## src/rtl/irq_cause_pkg.sv

```systemverilog
package irq_cause_pkg;
  localparam int NUM_GRP  = 3;
  localparam int ADDR_W   = 6;
  localparam int GRP_RX   = 0;
  localparam int GRP_TX   = 1;
  localparam int GRP_MISC = 2;
  localparam logic [2:0] BLK_SUMM = 3'd3;

  typedef enum logic [2:0] {
    REG_CAUSE  = 3'd0,
    REG_SET    = 3'd1,
    REG_MSET   = 3'd2,
    REG_MCLR   = 3'd3,
    REG_MODE   = 3'd4,
    REG_MCAUSE = 3'd5,
    REG_MVAL   = 3'd6
  } grp_reg_e;

  localparam logic [2:0] SREG_CAUSE = 3'd0;
  localparam logic [2:0] SREG_MASK  = 3'd1;
endpackage

```

## src/rtl/irq_cause_grp.sv

```systemverilog
module irq_cause_grp
  import irq_cause_pkg::*;
#(
  parameter int CAUSE_W = 32
) (
  input  logic               clk_i,
  input  logic               rst_ni,
  input  logic [CAUSE_W-1:0] evt_i,
  input  logic               sel_i,
  input  logic               wr_i,
  input  logic               rd_i,
  input  logic [2:0]         reg_i,
  input  logic [CAUSE_W-1:0] wdata_i,
  output logic [CAUSE_W-1:0] rdata_o,
  output logic               active_o,
  output logic [CAUSE_W-1:0] cause_o,
  output logic [CAUSE_W-1:0] mask_o,
  output logic [CAUSE_W-1:0] mode_o
);
  logic [CAUSE_W-1:0] cause_q, mask_q, mode_q, clr, set;
  logic wr_cause, rd_cause, wr_set, wr_mset, wr_mclr, wr_mode;

  assign wr_cause = sel_i & wr_i & (reg_i == REG_CAUSE);
  assign rd_cause = sel_i & rd_i & (reg_i == REG_CAUSE);
  assign wr_set   = sel_i & wr_i & (reg_i == REG_SET);
  assign wr_mset  = sel_i & wr_i & (reg_i == REG_MSET);
  assign wr_mclr  = sel_i & wr_i & (reg_i == REG_MCLR);
  assign wr_mode  = sel_i & wr_i & (reg_i == REG_MODE);

  always_comb begin
    clr = '0;
    if (wr_cause) clr = clr | (wdata_i & ~mode_q);
    if (rd_cause) clr = clr | mode_q;
    set = evt_i | (wr_set ? wdata_i : '0);
  end

  always_ff @(posedge clk_i or negedge rst_ni) begin
    if (!rst_ni) begin
      cause_q <= '0;
      mask_q  <= '1;
      mode_q  <= '0;
    end else begin
      // set after clear: a colliding event survives
      cause_q <= (cause_q & ~clr) | set;
      if (wr_mset)      mask_q <= mask_q | wdata_i;
      else if (wr_mclr) mask_q <= mask_q & ~wdata_i;
      if (wr_mode)      mode_q <= wdata_i;
    end
  end

  always_comb begin
    case (reg_i)
      REG_CAUSE:  rdata_o = cause_q;
      REG_MODE:   rdata_o = mode_q;
      REG_MCAUSE: rdata_o = cause_q & ~mask_q;
      REG_MVAL:   rdata_o = mask_q;
      default:    rdata_o = '0;
    endcase
  end

  assign active_o = |(cause_q & ~mask_q);
  assign cause_o  = cause_q;
  assign mask_o   = mask_q;
  assign mode_o   = mode_q;
endmodule

```

## src/rtl/irq_summary.sv

```systemverilog
module irq_summary
  import irq_cause_pkg::*;
(
  input  logic               clk_i,
  input  logic               rst_ni,
  input  logic               sel_i,
  input  logic               wr_i,
  input  logic               rd_i,
  input  logic [2:0]         reg_i,
  input  logic [NUM_GRP-1:0] wdata_i,
  input  logic [NUM_GRP-1:0] active_i,
  output logic [NUM_GRP-1:0] rdata_o,
  output logic [NUM_GRP-1:0] summ_o,
  output logic [NUM_GRP-1:0] swmask_o,
  output logic               irq_o
);
  logic [NUM_GRP-1:0] summ_q, swmask_q;
  logic rd_summ, wr_mask;

  assign rd_summ = sel_i & rd_i & (reg_i == SREG_CAUSE);
  assign wr_mask = sel_i & wr_i & (reg_i == SREG_MASK);

  always_ff @(posedge clk_i or negedge rst_ni) begin
    if (!rst_ni) begin
      summ_q   <= '0;
      swmask_q <= '1;
    end else begin
      summ_q <= (rd_summ ? '0 : summ_q) | active_i;
      if (wr_mask) swmask_q <= wdata_i;
    end
  end

  always_comb begin
    case (reg_i)
      SREG_CAUSE: rdata_o = summ_q;
      SREG_MASK:  rdata_o = swmask_q;
      default:    rdata_o = '0;
    endcase
  end

  assign irq_o    = |(summ_q & ~swmask_q);
  assign summ_o   = summ_q;
  assign swmask_o = swmask_q;
endmodule

```

## src/rtl/irq_cause_hub.sv

```systemverilog
module irq_cause_hub
  import irq_cause_pkg::*;
#(
  parameter int CAUSE_W = 32
) (
  input  logic               clk_i,
  input  logic               rst_ni,
  input  logic               wr_en_i,
  input  logic               rd_en_i,
  input  logic [ADDR_W-1:0]  addr_i,
  input  logic [CAUSE_W-1:0] wdata_i,
  output logic [CAUSE_W-1:0] rdata_o,
  input  logic [CAUSE_W-1:0] rx_evt_i,
  input  logic [CAUSE_W-1:0] tx_evt_i,
  input  logic [CAUSE_W-1:0] misc_evt_i,
  output logic               irq_o
);
  localparam int PAD_W = CAUSE_W - NUM_GRP;

  logic [NUM_GRP-1:0][CAUSE_W-1:0] evt_all, grp_rdata, cause_all, mask_all, mode_all;
  logic [NUM_GRP-1:0] active, summ, swmask, summ_rdata;
  logic [2:0] blk, rsel;
  logic [CAUSE_W-1:0] rd_mux;

  assign evt_all[GRP_RX]   = rx_evt_i;
  assign evt_all[GRP_TX]   = tx_evt_i;
  assign evt_all[GRP_MISC] = misc_evt_i;
  assign blk  = addr_i[5:3];
  assign rsel = addr_i[2:0];

  for (genvar g = 0; g < NUM_GRP; g++) begin : g_grp
    irq_cause_grp #(.CAUSE_W(CAUSE_W)) u_grp (
      .clk_i    (clk_i),
      .rst_ni   (rst_ni),
      .evt_i    (evt_all[g]),
      .sel_i    (blk == 3'(g)),
      .wr_i     (wr_en_i),
      .rd_i     (rd_en_i),
      .reg_i    (rsel),
      .wdata_i  (wdata_i),
      .rdata_o  (grp_rdata[g]),
      .active_o (active[g]),
      .cause_o  (cause_all[g]),
      .mask_o   (mask_all[g]),
      .mode_o   (mode_all[g])
    );
  end

  irq_summary u_summ (
    .clk_i    (clk_i),
    .rst_ni   (rst_ni),
    .sel_i    (blk == BLK_SUMM),
    .wr_i     (wr_en_i),
    .rd_i     (rd_en_i),
    .reg_i    (rsel),
    .wdata_i  (wdata_i[NUM_GRP-1:0]),
    .active_i (active),
    .rdata_o  (summ_rdata),
    .summ_o   (summ),
    .swmask_o (swmask),
    .irq_o    (irq_o)
  );

  always_comb begin
    case (blk)
      3'd0:     rd_mux = grp_rdata[GRP_RX];
      3'd1:     rd_mux = grp_rdata[GRP_TX];
      3'd2:     rd_mux = grp_rdata[GRP_MISC];
      BLK_SUMM: rd_mux = {{PAD_W{1'b0}}, summ_rdata};
      default:  rd_mux = '0;
    endcase
  end

  always_ff @(posedge clk_i or negedge rst_ni) begin
    if (!rst_ni)      rdata_o <= '0;
    else if (rd_en_i) rdata_o <= rd_mux;
  end
endmodule

```

## config.mk

```make
export PLATFORM = sky130hd
export DESIGN_NAME = irq_cause_hub
export DESIGN_NICKNAME = d
export VERILOG_FILES = /design/src/rtl/irq_cause_pkg.sv /design/src/rtl/irq_cause_grp.sv /design/src/rtl/irq_summary.sv /design/src/rtl/irq_cause_hub.sv
export SDC_FILE = /design/constraint.sdc
export NUM_CORES = 1
export LEC_CHECK = 0
export ABC_AREA = 1
export BUFFER_PORTS_ARGS = -buffer_cell sky130_fd_sc_hd__buf_4
export CAP_MARGIN = 20
export CORE_UTILIZATION = 35
export CTS_BUF_LIST = sky130_fd_sc_hd__clkbuf_4 sky130_fd_sc_hd__clkbuf_8
export DETAILED_ROUTE_END_ITERATION = 8
export PLACE_DENSITY = 0.63
export SLEW_MARGIN = 20
export SYNTH_ARGS = -nofsm -noshare
export SYNTH_HDL_FRONTEND = slang
export SYNTH_SLANG_ARGS = --single-unit
export TNS_END_PERCENT = 100
```

## constraint.sdc

```tcl
create_clock -name clk_i -period 1.4 [get_ports clk_i]
set_input_delay 0.28 -clock clk_i [delete_from_list [all_inputs] [get_ports clk_i]]
set_output_delay 0.28 -clock clk_i [all_outputs]
set_load 0.005 [all_outputs]
```

# ---- After elaboration in Yosys (flattened, before gate mapping)
# Index checks and enable logic that the tools add are counted.
dict set report totals {
  ff_bits 326
  latchBits 0
  ram_bits 0
  mem_bits_ro 0
  out_inout_bits 33
  memories 0
}
dict set report op_classes {
  addsub 0
  multipliers 0
  n_div 0
  order_cmp 0
  eq_ne 9
  shifts 0
  n_mux 21
  n_bitwise 65
  n_reduce_logical 9
}
# operator n
set op_table {}
lappend op_table {{32-bit case mux with 4 select lines} 4}
lappend op_table {{32-bit two-way mux} 15}
lappend op_table {{32-bit AND} 12}
lappend op_table {{32-bit OR} 12}
lappend op_table {{32-bit inverter} 10}
lappend op_table {{32-bit OR reduction} 3}
lappend op_table {{1-bit AND} 28}
lappend op_table {{3-bit by 2-bit equality test with 1-bit output (second input constant)} 4}
lappend op_table {{3-bit equality test (second input constant)} 3}
lappend op_table {{3-bit by 1-bit equality test with 1-bit output (second input constant)} 2}
lappend op_table {{3-bit logical NOT} 2}
lappend op_table {{3-bit case mux with 2 select lines} 1}
lappend op_table {{2-bit nonzero test} 3}
lappend op_table {{3-bit AND} 1}
lappend op_table {{3-bit two-way mux} 1}
lappend op_table {{3-bit inverter} 1}
lappend op_table {{3-bit OR} 1}
lappend op_table {{3-bit OR reduction} 1}

# ---- Logic depth before layout (Yosys ltp)
# Gate-level depths: netlist (run 1).
dict set report depth {
  depth_word 9
  ltp_mapped 13
}

# ---- By module
# Synthesis (run 1) repeated with hierarchy kept, for this count alone.
dict set report unflattened {
  hier_cells 2731
  hier_area_um2 19854.0
}
# module instances cells_each area_each_um2 seq_area_each_um2
set by_module_without_submodules {}
lappend by_module_without_submodules {irq_cause_grp 3 796 5843.1 2442.3}
lappend by_module_without_submodules {irq_cause_hub 1 294 1975.6 800.8}
lappend by_module_without_submodules {irq_summary 1 49 349.1 153.9}

# ---- Worst setup path before layout (run 1)
# Ideal clock, no wire load.
dict set report synth_timing {
  kind {input to register}
  from {in addr_i[4]}
  to {reg g_grp[0].u_grp.mode_q[17]}
  setup_ns 0.121
  arrival_time_ns 1.511
  required_ns 1.279
  setup_slack_ns -0.233
  stages 6
  path_buffers 2
  cell_sequence {buf_2 -> nor3_4 -> nand2_2 -> nor3_4 -> buf_6 -> o21ai_1}
}
dict set report synth_via {
  elab_chain_cells 3
}
# item line
set synth_rtl {}
lappend synth_rtl {{from (decl)} irq_cause_hub.sv:10} ;# input logic [ADDR_W-1:0] addr_i,
lappend synth_rtl {{3-bit logical NOT} irq_cause_hub.sv:36} ;# .sel_i (blk == 3'(g)),
lappend synth_rtl {{1-bit AND (2 in a row)} irq_cause_grp.sv:28} ;# assign wr_mode = sel_i & wr_i & (reg_i == REG_MODE);
lappend synth_rtl {{to (signal assigned)} irq_cause_grp.sv:47} ;# if (wr_mode) mode_q <= wdata_i;
lappend synth_rtl {{to (decl)} irq_cause_grp.sv:20} ;# logic [CAUSE_W-1:0] cause_q, mask_q, mode_q, clr, set;
# Every way passes these cells.
# A chain may end at the register's enable or synchronous reset.

# ---- Final worst setup path (run 1)
dict set report layout_timing {
  from {reg u_summ.swmask_q[2] (netlist: u_summ.swmask_o[2])}
  to {out irq_o}
}
dict set report layout_via {
  elab_chain_cells 3
}
# item line
set layout_rtl {}
lappend layout_rtl {{from (decl)} irq_summary.sv:17} ;# logic [NUM_GRP-1:0] summ_q, swmask_q;
lappend layout_rtl {{from (signal assigned)} irq_summary.sv:29} ;# if (wr_mask) swmask_q <= wdata_i;
lappend layout_rtl {{3-bit inverter} irq_summary.sv:41} ;# assign irq_o = |(summ_q & ~swmask_q);
lappend layout_rtl {{3-bit AND} irq_summary.sv:41}
lappend layout_rtl {{3-bit OR reduction} irq_summary.sv:41}
lappend layout_rtl {{to (decl)} irq_cause_hub.sv:16} ;# output logic irq_o
# Every way passes these cells.

==> results of run 1 <==
cell families (layout without fill, tap and decap cells):
logic type / Yosys count / count (layout) / share of synthesized area
AOI/OAI and AO/OA: 430 / 430 / 0.127
DFF: 326 / 326 / 0.453
other: 0 / 1 / 0
buffers and inverters: 372 / 882 / 0.0834
and+or+nand+nor: 1460 / 1460 / 0.337
final timing paths:
path	to	cells after the start
setup / recovery	irq_o	4
hold / removal	rdata_o[3]	4
setup reg to reg	u_summ.summ_o[2]	8
hold reg to reg	flip-flop	2
max in group asynchronous	async pin	3
min in group asynchronous	g_grp[2].u_grp.cause_o[30]	2
metrics by stage:
step	setup slack [ns]	setup TNS, ns
CTS	-0.473	-4.32
global route	-0.504	-5.02
floorplan	-0.185	-9.32
detailed placement	-0.403	-86.67
finish	-0.458	-3.27
global placement	-0.408	-80.98
report_power, final:
part           internal [mW]  switching [mW]
Sequential              10.6           0.671
Combinational           1.96            2.52
Clock                   5.71            4.20
worst max-delay path: cells and delay by family, from the launching register on:
kind	cells	cell delay [ns]
flops	1	0.54
buf+inv	2	0.17
compound gates	1	0.13
simple gates	1	0.06
cells in the final DEF, fill, tap and decap left out, types with 37 or more instances in the layout:
cell and instances:
a21oi_1 66, buf_12 50, buf_4 315, buf_6 37, clkbuf_8 76, dfrtp_1 226, dfstp_2 99, dlygate4sd3_1 137
inv_1 202, nand2_1 791, nand2_2 59, nand3_1 159, nand3b_1 64, nor2_1 286, o21ai_0 219, o21ai_1 100
area by class of cell:
class	count	area, µm²	area share
multi-input combinational	1890	8890	0.350
sequential	326	8280	0.326
timing repair buffer	540	5170	0.204
clock buffer	103	1250	0.0492
inverter	235	892	0.0351
tap	680	851	0.0335
clock inverter	4	50.0	0.00197
antenna	1	2.50	0.0000986
metal layers:
metal,part of all wire,wire length (µm)
met5,0.00013,9
met4,0.043,3060
met3,0.082,5860
met2,0.46,33200
met1,0.41,29500
timing repair:
item / in CTS / in global routing
resized for setup: 64 / 86
setup buffers: 15 / 16
endpoints found under the setup margin: 37 / 60
endpoints found under the hold margin: 367 / 0
pin swaps: 6 / 63
hold buffers: 137 / 0
==> metrics.txt, run 1 <==
final WL 71600 µm; global routing usage on met1 0.338; Total GRT Usage 0.267; Placed Instance Area about 22000 µm²; initial antenna violation count 2; Leak Pwr 12.0 nW; CTS max path bufs 3; syn avg cell area around 7.1 µm²; post-route setup slack -0.458 ns; Final Cycle Share 1.33; ANT nets after route 0; nets about 3200; die height 231 µm; Largest stage delay, worst path around 0.54 ns; run status complete, but fails checks; FFs w/ async S/R, synth 1.00; Post-synth EDFFs 0; layout cell share with drive strength beyond 1 0.254; Avg WL per Cell about 19 µm; Post-Syn Nets between 2000 and 3000; Non-Filler Instances 3779; CTS Sinks about 330; number of port buffers 170; CP max stage cell dfstp_2; row count between 80 and 90; Top Ports ~170; max-slew violation count 0; grt total ovfl 0; violations in the final reports negative setup slack; Worst Skew 0.0201 ns; GRT met3 Usage 0.0579; Crit. Startpoint u_summ.swmask_o[2]; Fin. Hold Viols 0; HPWL Detailed around 50000 µm; Initial Utilization 0.356; Vias per Instance 5.19; Inserted Clock Buffers 57; f_max approximately 540 MHz; class of the worst hold path in -> reg; CTS tree built; clk slew on worst S/H paths 0.06 ns; Synth Cell Area about 18000 µm²; worst skew pair latency 0.68 ns; Synth area leader dfrtp_1; placed cell count between 3000 and 4000; R2R setup slack -0.26 ns; Critical Path End Type primary output; slew margin rel. 0.714; Die X-Extent approximately 230 µm; Max H-tree Level 2; Synth Instances ~2600; met2 Use GR 0.436; area fraction of the dominant cell type after synthesis 0.311; Max VDD drop between 0.5 and 0.6 mV; crit path max fanout 2; Max-Cap Viols 0; Primary FF master, synth dfrtp_1; Tot Pwr roughly 26 mW; hold_ws approximately 0.10 ns; Critical Path AT ~1.6 ns; initial DRC count about 1800; GP Congestion 0.908; Root Buffer clkbuf_8; Synthesis Warnings 0; min-delay src rd_en_i; Cell variety after synth 31; core area 51400 µm²; Setup CP Type reg -> out; PwrDens 1010 nW/µm²; CP Launch Type flip-flop; Tmin final roughly 1.9 ns; largest net degree at the start of global routing between 50 and 60; synthesized flop and latch total between 300 and 400; Area growth syn-to-layout 38.9%; Slew @ Worst Pin approximately 0.43 ns; Synth top cells by count nand2_1 (850), nor2_1 (298), o21ai_0 (285); drt first pass iters 5; first-pass GRT wire length 109000 µm; most area-consuming cells after synthesis dfrtp_1 (31%), nand2_1 (17%), dfstp_2 (14%); CP required 1.12 ns; Fillers about 4900; die area around 53000 µm²; post-route cell area about 25000 µm²; # setup viols final 36; routed vias 19600; sequential fraction of the synthesis area 0.453; vias in the first global route between 15000 and 20000; fin util 0.494; DRC viols 0; RSZ-0062 raised after global routing true; busiest grt layer met2; count leader, synth nand2_1; critical-path cell list inv_2 > nand2_2 > o221ai_4 > buf_6
No activity file was read; power rests on OpenSTA's default activity.
==> inputs of run 2 (changes only) <==
==> constraint.sdc (replaced) <==
create_clock -name clk_i -period 1.4 [get_ports clk_i]
set_input_delay 0.28 -clock clk_i [delete_from_list [all_inputs] [get_ports clk_i]]
set_output_delay 0.28 -clock clk_i [all_outputs]
set_load 0.1 [all_outputs]
==> run 2 against run 1 <==
Against the previous run:
- the flow still finishes with violations (negative setup slack)
- cell count up 0.11%
- clock skew up 0.0055 ns
- critical path depth unchanged
- clock-buffer cell count down 16
- hold slack better by 0.022 ns
- sequential power about the same
- sequential share of layout area down 0.37 points
- largest power group unchanged
- non-clock buffer count up 7
- worst setup slack worse by 0.048 ns
==> metrics.txt, run 2 (synthesis gave the netlist of run 1 again) <==
HPWL Detailed 48600 µm (-0.50%); Slew @ Worst Pin 0.436 ns (+0.00712 ns); most frequent cells in the layout nand2_1 (807), buf_4 (325), nor2_1 (288), dfrtp_1 (224), o21ai_0 (214); Tot Pwr 26.4 mW (+3.1%); CTS Sinks 326 (unchanged); pre-CTS setup slack -0.471 ns (-0.0678 ns); grt total ovfl 0 (unchanged); row count 83 (unchanged); Die X-Extent 231 µm (unchanged); Root Buffer clkbuf_8; post-route setup slack -0.506 ns (-0.0480 ns); final WL 70100 µm (-2.0%); class of the worst hold path in -> async; layout cell share with drive strength beyond 1 0.248 (-0.00645); Setup CP Type reg -> out; PwrDens 1030 nW/µm² (+1.9%); Inserted Clock Buffers 56 (-1.8%); DRC viols 0 (unchanged); CTS tree built; ANT nets after route 0 (unchanged); violations in the final reports negative setup slack; largest net degree at the start of global routing 43 (-16%); vias in the first global route 19300 (+0.62%); core area 51400 µm² (unchanged); Fillers 4827 (-2.4%); max-slew violation count 0 (unchanged); initial DRC count 2012 (+14%); Crit path buffers/inverters 2 (unchanged); Initial Utilization 0.356 (unchanged); slew margin rel. 0.708 (-0.00569); fin util 0.500 (+0.00574); Final Cycle Share 1.36 (+0.0343); f_max 525 MHz (-2.5%); first-pass GRT wire length 109000 µm (-0.57%); drt first pass iters 6 (+1); Fin. Hold Viols 0 (unchanged); worst skew pair latency 0.66 ns (-0.02 ns); Max H-tree Level 2 (unchanged); Critical Path AT 1.63 ns (+0.05 ns); clk slew on worst S/H paths 0.07 ns (about the same); crit path max fanout 2 (unchanged); # setup viols final 37 (+2.8%); Max VDD drop 0.756 mV (+37%); RSZ-0062 raised after global routing true; CTS max path bufs 3 (unchanged); number of port buffers 170 (unchanged); die height 231 µm (unchanged); Worst Skew 0.0256 ns (+0.00548 ns); CP Launch Type flip-flop; Largest stage delay, worst path 0.55 ns (about the same); die area 53100 µm² (unchanged); Leak Pwr 12.0 nW (+0.51%); Tmin final 1.91 ns (+0.0480 ns); Critical Path End Type primary output; Max-Cap Viols 0 (unchanged); Vias per Instance 5.17 (-0.36%); Total GRT Usage 0.264 (-0.00266); TNS Setup -5.21 ns (-1.94 ns); Top Ports 171 (unchanged); nets 3194 (+0.19%); commonest non-fill, non-tap cell in the layout nand2_1; CP delay by family, top flip-flops; routed vias 19500 (-0.26%); critical-path cell list inv_2 > nand2_2 > o221ai_4 > buf_12; GP Congestion 0.910 (+0.23%); initial antenna violation count 4 (+2); Avg WL per Cell 18.5 µm (-2.2%); CP max stage cell dfstp_2; CP required 1.12 ns (about the same); run status complete, but fails checks; Area growth syn-to-layout 40.5%
run 2: cell count changes in the layout (fill, tap and decap cells not counted), sizes merged:
| cell | change |
|---|---|
| clkinvlp | -1 |
| inv | -1 |
| clkinv | +12 |
| bufinv | +3 |
| dlygate4sd3 | -1 |
| clkbuf | -15 |
| buf | +7 |
run 2: metrics by stage:
stage                     hold WS (ns)  cells  area [µm²]
final                            0.124   3783       25700
after global routing             0.103   3783       25700
after CTS                       0.0606   3763       25300
after detailed placement         0.211   3510       22100
after global placement           0.209   3510       22100
after floorplan                -0.0156   2588       18600
run 2: what timing repair did:
item,CTS,global route
resized for setup,121,75
gates cloned,0,1
hold endpoints to repair,364,0
pin swaps,3,46
hold buffers,142,0
endpoints found under the setup margin,36,67
setup buffers,8,25
run 2: layout make-up:
class | instances | area (µm²) | share of cell area
diodes | 1 | 2.50 | 0.0000974
clock buffers | 87 | 1140 | 0.0444
clock inverters | 17 | 188 | 0.00731
inverters | 235 | 897 | 0.0349
multi-input cells | 1890 | 8820 | 0.344
flip-flops and latches | 326 | 8290 | 0.323
well taps | 680 | 851 | 0.0331
repair buffers | 547 | 5500 | 0.214
run 2: worst register-to-register path, cell delays in order (launching register included):
cell     delay, ns
dfstp_2       0.55
inv_2         0.04
nand2_2       0.07
nand2_2       0.08
nor2_4        0.12
nand4_1       0.30
nor3_2        0.26
buf_4         0.19
nand3_2       0.07
run 2: worst paths after layout:
| path | end | depth (start not counted) | slack [ns] | start |
|---|---|---|---|---|
| min in group clk_i | rdata_o[0] | 4 | 0.12 | rd_en_i |
| max in group asynchronous | async pin | 3 | 0.62 | rst_ni |
| worst max register to register | u_summ.summ_o[1] | 8 | -0.41 | flip-flop |
| worst min register to register | flip-flop | 2 | 0.49 | flip-flop |
| worst max-delay path | irq_o | 4 | -0.51 | u_summ.swmask_o[2] |
| worst min-delay path | g_grp[1].u_grp.mode_o[29] | 2 | 0.12 | rst_ni |
run 2: where the power goes:
part	switching, mW	leakage [nW]	internal [mW]
logic	2.88	7.79	2.07
registers	0.679	3.52	10.6
clock network	4.32	0.706	5.93
total	7.87	12.0	18.6
run 2: per-layer routing:
layer  up-vias  track usage  wire (µm)
li1       9222            -          -
met1      9348        0.348      29600
met2       819        0.435      32600
met3       152       0.0466       5710
met4         6       0.0929       2260
met5         -            0         36
==> inputs of run 3 (changes only) <==
Clock period 1.4 ns to 2.46 ns, I/O delays scaled along.
==> run 3 against run 2 <==
Against the previous run:
- the run now ends clean
- hold slack got worse by 0.089 ns
- register-to-register slack improved by 1.1 ns
- combinational power down 53%
- sequential share of layout area is 4.9 points higher
- clock-buffer cell count is 9 higher
- largest power group unchanged
- clock power decreased by 46%
- largest cell class unchanged
==> metrics.txt, run 3 (synthesis gave the netlist of run 1 again) <==
max-slew violation count 0 (unchanged); Max H-tree Level 2 (unchanged); Critical Path End Type primary output; nets 2948 (-7.7%); Worst R2R Path Depth 7 (-1); cts repair resizes 0 (-100%); Crit. Startpoint u_summ.summ_o[0]; run status finished clean; Total GRT Usage 0.259 (-0.00521); class of the worst hold path in -> reg; initial antenna violation count 1 (-3); f_max ~430 MHz; crit path max fanout 3 (+1); CP Launch Type flip-flop; DRC viols 0 (unchanged); row count 83 (unchanged); die height 231 µm (unchanged); Worst Setup EP irq_o; RSZ-0062 raised after global routing false; first-pass GRT wire length 106000 µm (-2.5%); Inserted Clock Buffers 58 (+3.6%); GP Congestion 0.929 (+2.1%); CP required 1.97 ns (+0.85 ns); Tmin final ~2.3 ns; vias in the first global route 18200 (-5.6%); ANT nets after route 0 (unchanged); Worst Skew 0.0321 ns (+0.00656 ns); Area growth syn-to-layout 21.8%; slew margin rel. 0.604 (-0.104); multi-input combinational cell area 8490 µm² (-3.8%); Avg WL per Cell 19.3 µm (+4.2%); initial DRC count 1641 (-18%); most frequent cells in the layout nand2_1 (850), nor2_1 (298), o21ai_0 (285), buf_4 (243), dfrtp_1 (227); CTS Hold Buffers Added 43 (-70%); worst hold path stage count 3; number of port buffers 170 (unchanged); drt first pass iters 6 (unchanged); Final Cycle Share 0.953; Setup CP Type reg -> out; worst skew pair latency 0.68 ns (+0.02 ns); final WL 68400 µm (-2.5%); Placed Instance Area 20600 µm² (-6.8%); Max VDD drop 0.379 mV (-50%); Root Buffer clkbuf_8; TNS Setup 0 ns (+5.21 ns); PwrDens 637 nW/µm² (-38%); HPWL Detailed 46700 µm (-3.9%); CTS max path bufs 3 (unchanged); layout cell share with drive strength beyond 1 0.181 (-0.0670); grt total ovfl 0 (unchanged); # setup viols final 0 (-100%); clk slew on worst S/H paths 0.06 ns (about the same); commonest non-fill, non-tap cell in the layout nand2_1; largest net degree at the start of global routing 70 (+63%); die area 53100 µm² (unchanged); CTS Sinks 326 (unchanged); Leak Pwr 10.5 nW (-13%); Worst R2R End u_summ.summ_o[1]; Critical Path AT 1.85 ns (+0.22 ns); R2R setup slack 0.64 ns (+1.05 ns); CTS tree built; Initial Utilization 0.356 (unchanged); Fin. Hold Viols 0 (unchanged); Top Ports 171 (unchanged); Slew @ Worst Pin 0.593 ns (+0.156 ns); routed vias 18500 (-5.3%); post-route cell area 22300 µm² (-13%); Max-Cap Viols 0 (unchanged); Vias per Instance 5.23 (+1.2%); Fillers 5182 (+7.4%); Setup Buffers After CTS 0 (-8); Seq. cell area 8280 µm² (about the same); core area 51400 µm² (unchanged); Die X-Extent 231 µm (unchanged)
==> run 3: worst min path at each step <==
stage,from,endpoint,slack [ns]
2_1_floorplan,rst_ni,g_grp[0].u_grp.cause_o[0],0.20
3_3_place_gp,rdata_o[7],rdata_o[7],0.47
3_5_place_dp,rdata_o[29],rdata_o[29],0.47
4_1_cts,misc_evt_i[17],g_grp[2].u_grp.cause_o[17],0.002
5_1_grt,misc_evt_i[25],g_grp[2].u_grp.cause_o[25],0.02
6_report,rx_evt_i[5],g_grp[0].u_grp.cause_o[5],0.03
==> run 3: final cells by class <==
cell class              instances  area share
well taps                     680      0.0382
clock buffers                  96      0.0520
diodes                          1    0.000112
flip-flops and latches        326       0.372
repair buffers                299       0.113
multi-input cells            1890       0.381
inverters                     235      0.0396
clock inverters                12     0.00421
==> run 3: per-layer routing <==
| metal | track usage | part of all wire |
|---|---|---|
| met4 | 0.110 | 0.041 |
| met5 | 0 | 0.00016 |
| met1 | 0.340 | 0.42 |
| met3 | 0.0487 | 0.089 |
| met2 | 0.417 | 0.45 |
==> run 3: per-stage QoR <==
step | util | total power, mW | std cells | hold slack (ns) | setup slack (ns)
2_1_floorplan | - | 7.77 | 2588 | 0.196 | 0.0445
3_3_place_gp | 0.400 | 8.62 | 3387 | 0.465 | 0.256
3_5_place_dp | 0.400 | 8.70 | 3387 | 0.469 | 0.218
4_1_cts | 0.433 | 14.3 | 3538 | 0.00189 | 0.126
5_1_grt | 0.433 | 14.9 | 3538 | 0.0208 | 0.102
6_report | 0.433 | 14.2 | 3539 | 0.0347 | 0.115
==> run 3: critical path, stage by stage (launching register included) <==
cell and delay (ns):
dfrtp_1 0.40, inv_1 0.05, o221ai_1 0.35, buf_4 0.38
==> run 3: where the power goes <==
part / switching (mW) / total [mW] / internal (mW) / leakage [nW]
sequential: 0.379 / 6.40 / 6.02 / 3.53
combinational: 1.52 / 2.30 / 0.776 / 6.28
clock: 2.43 / 5.50 / 3.07 / 0.678
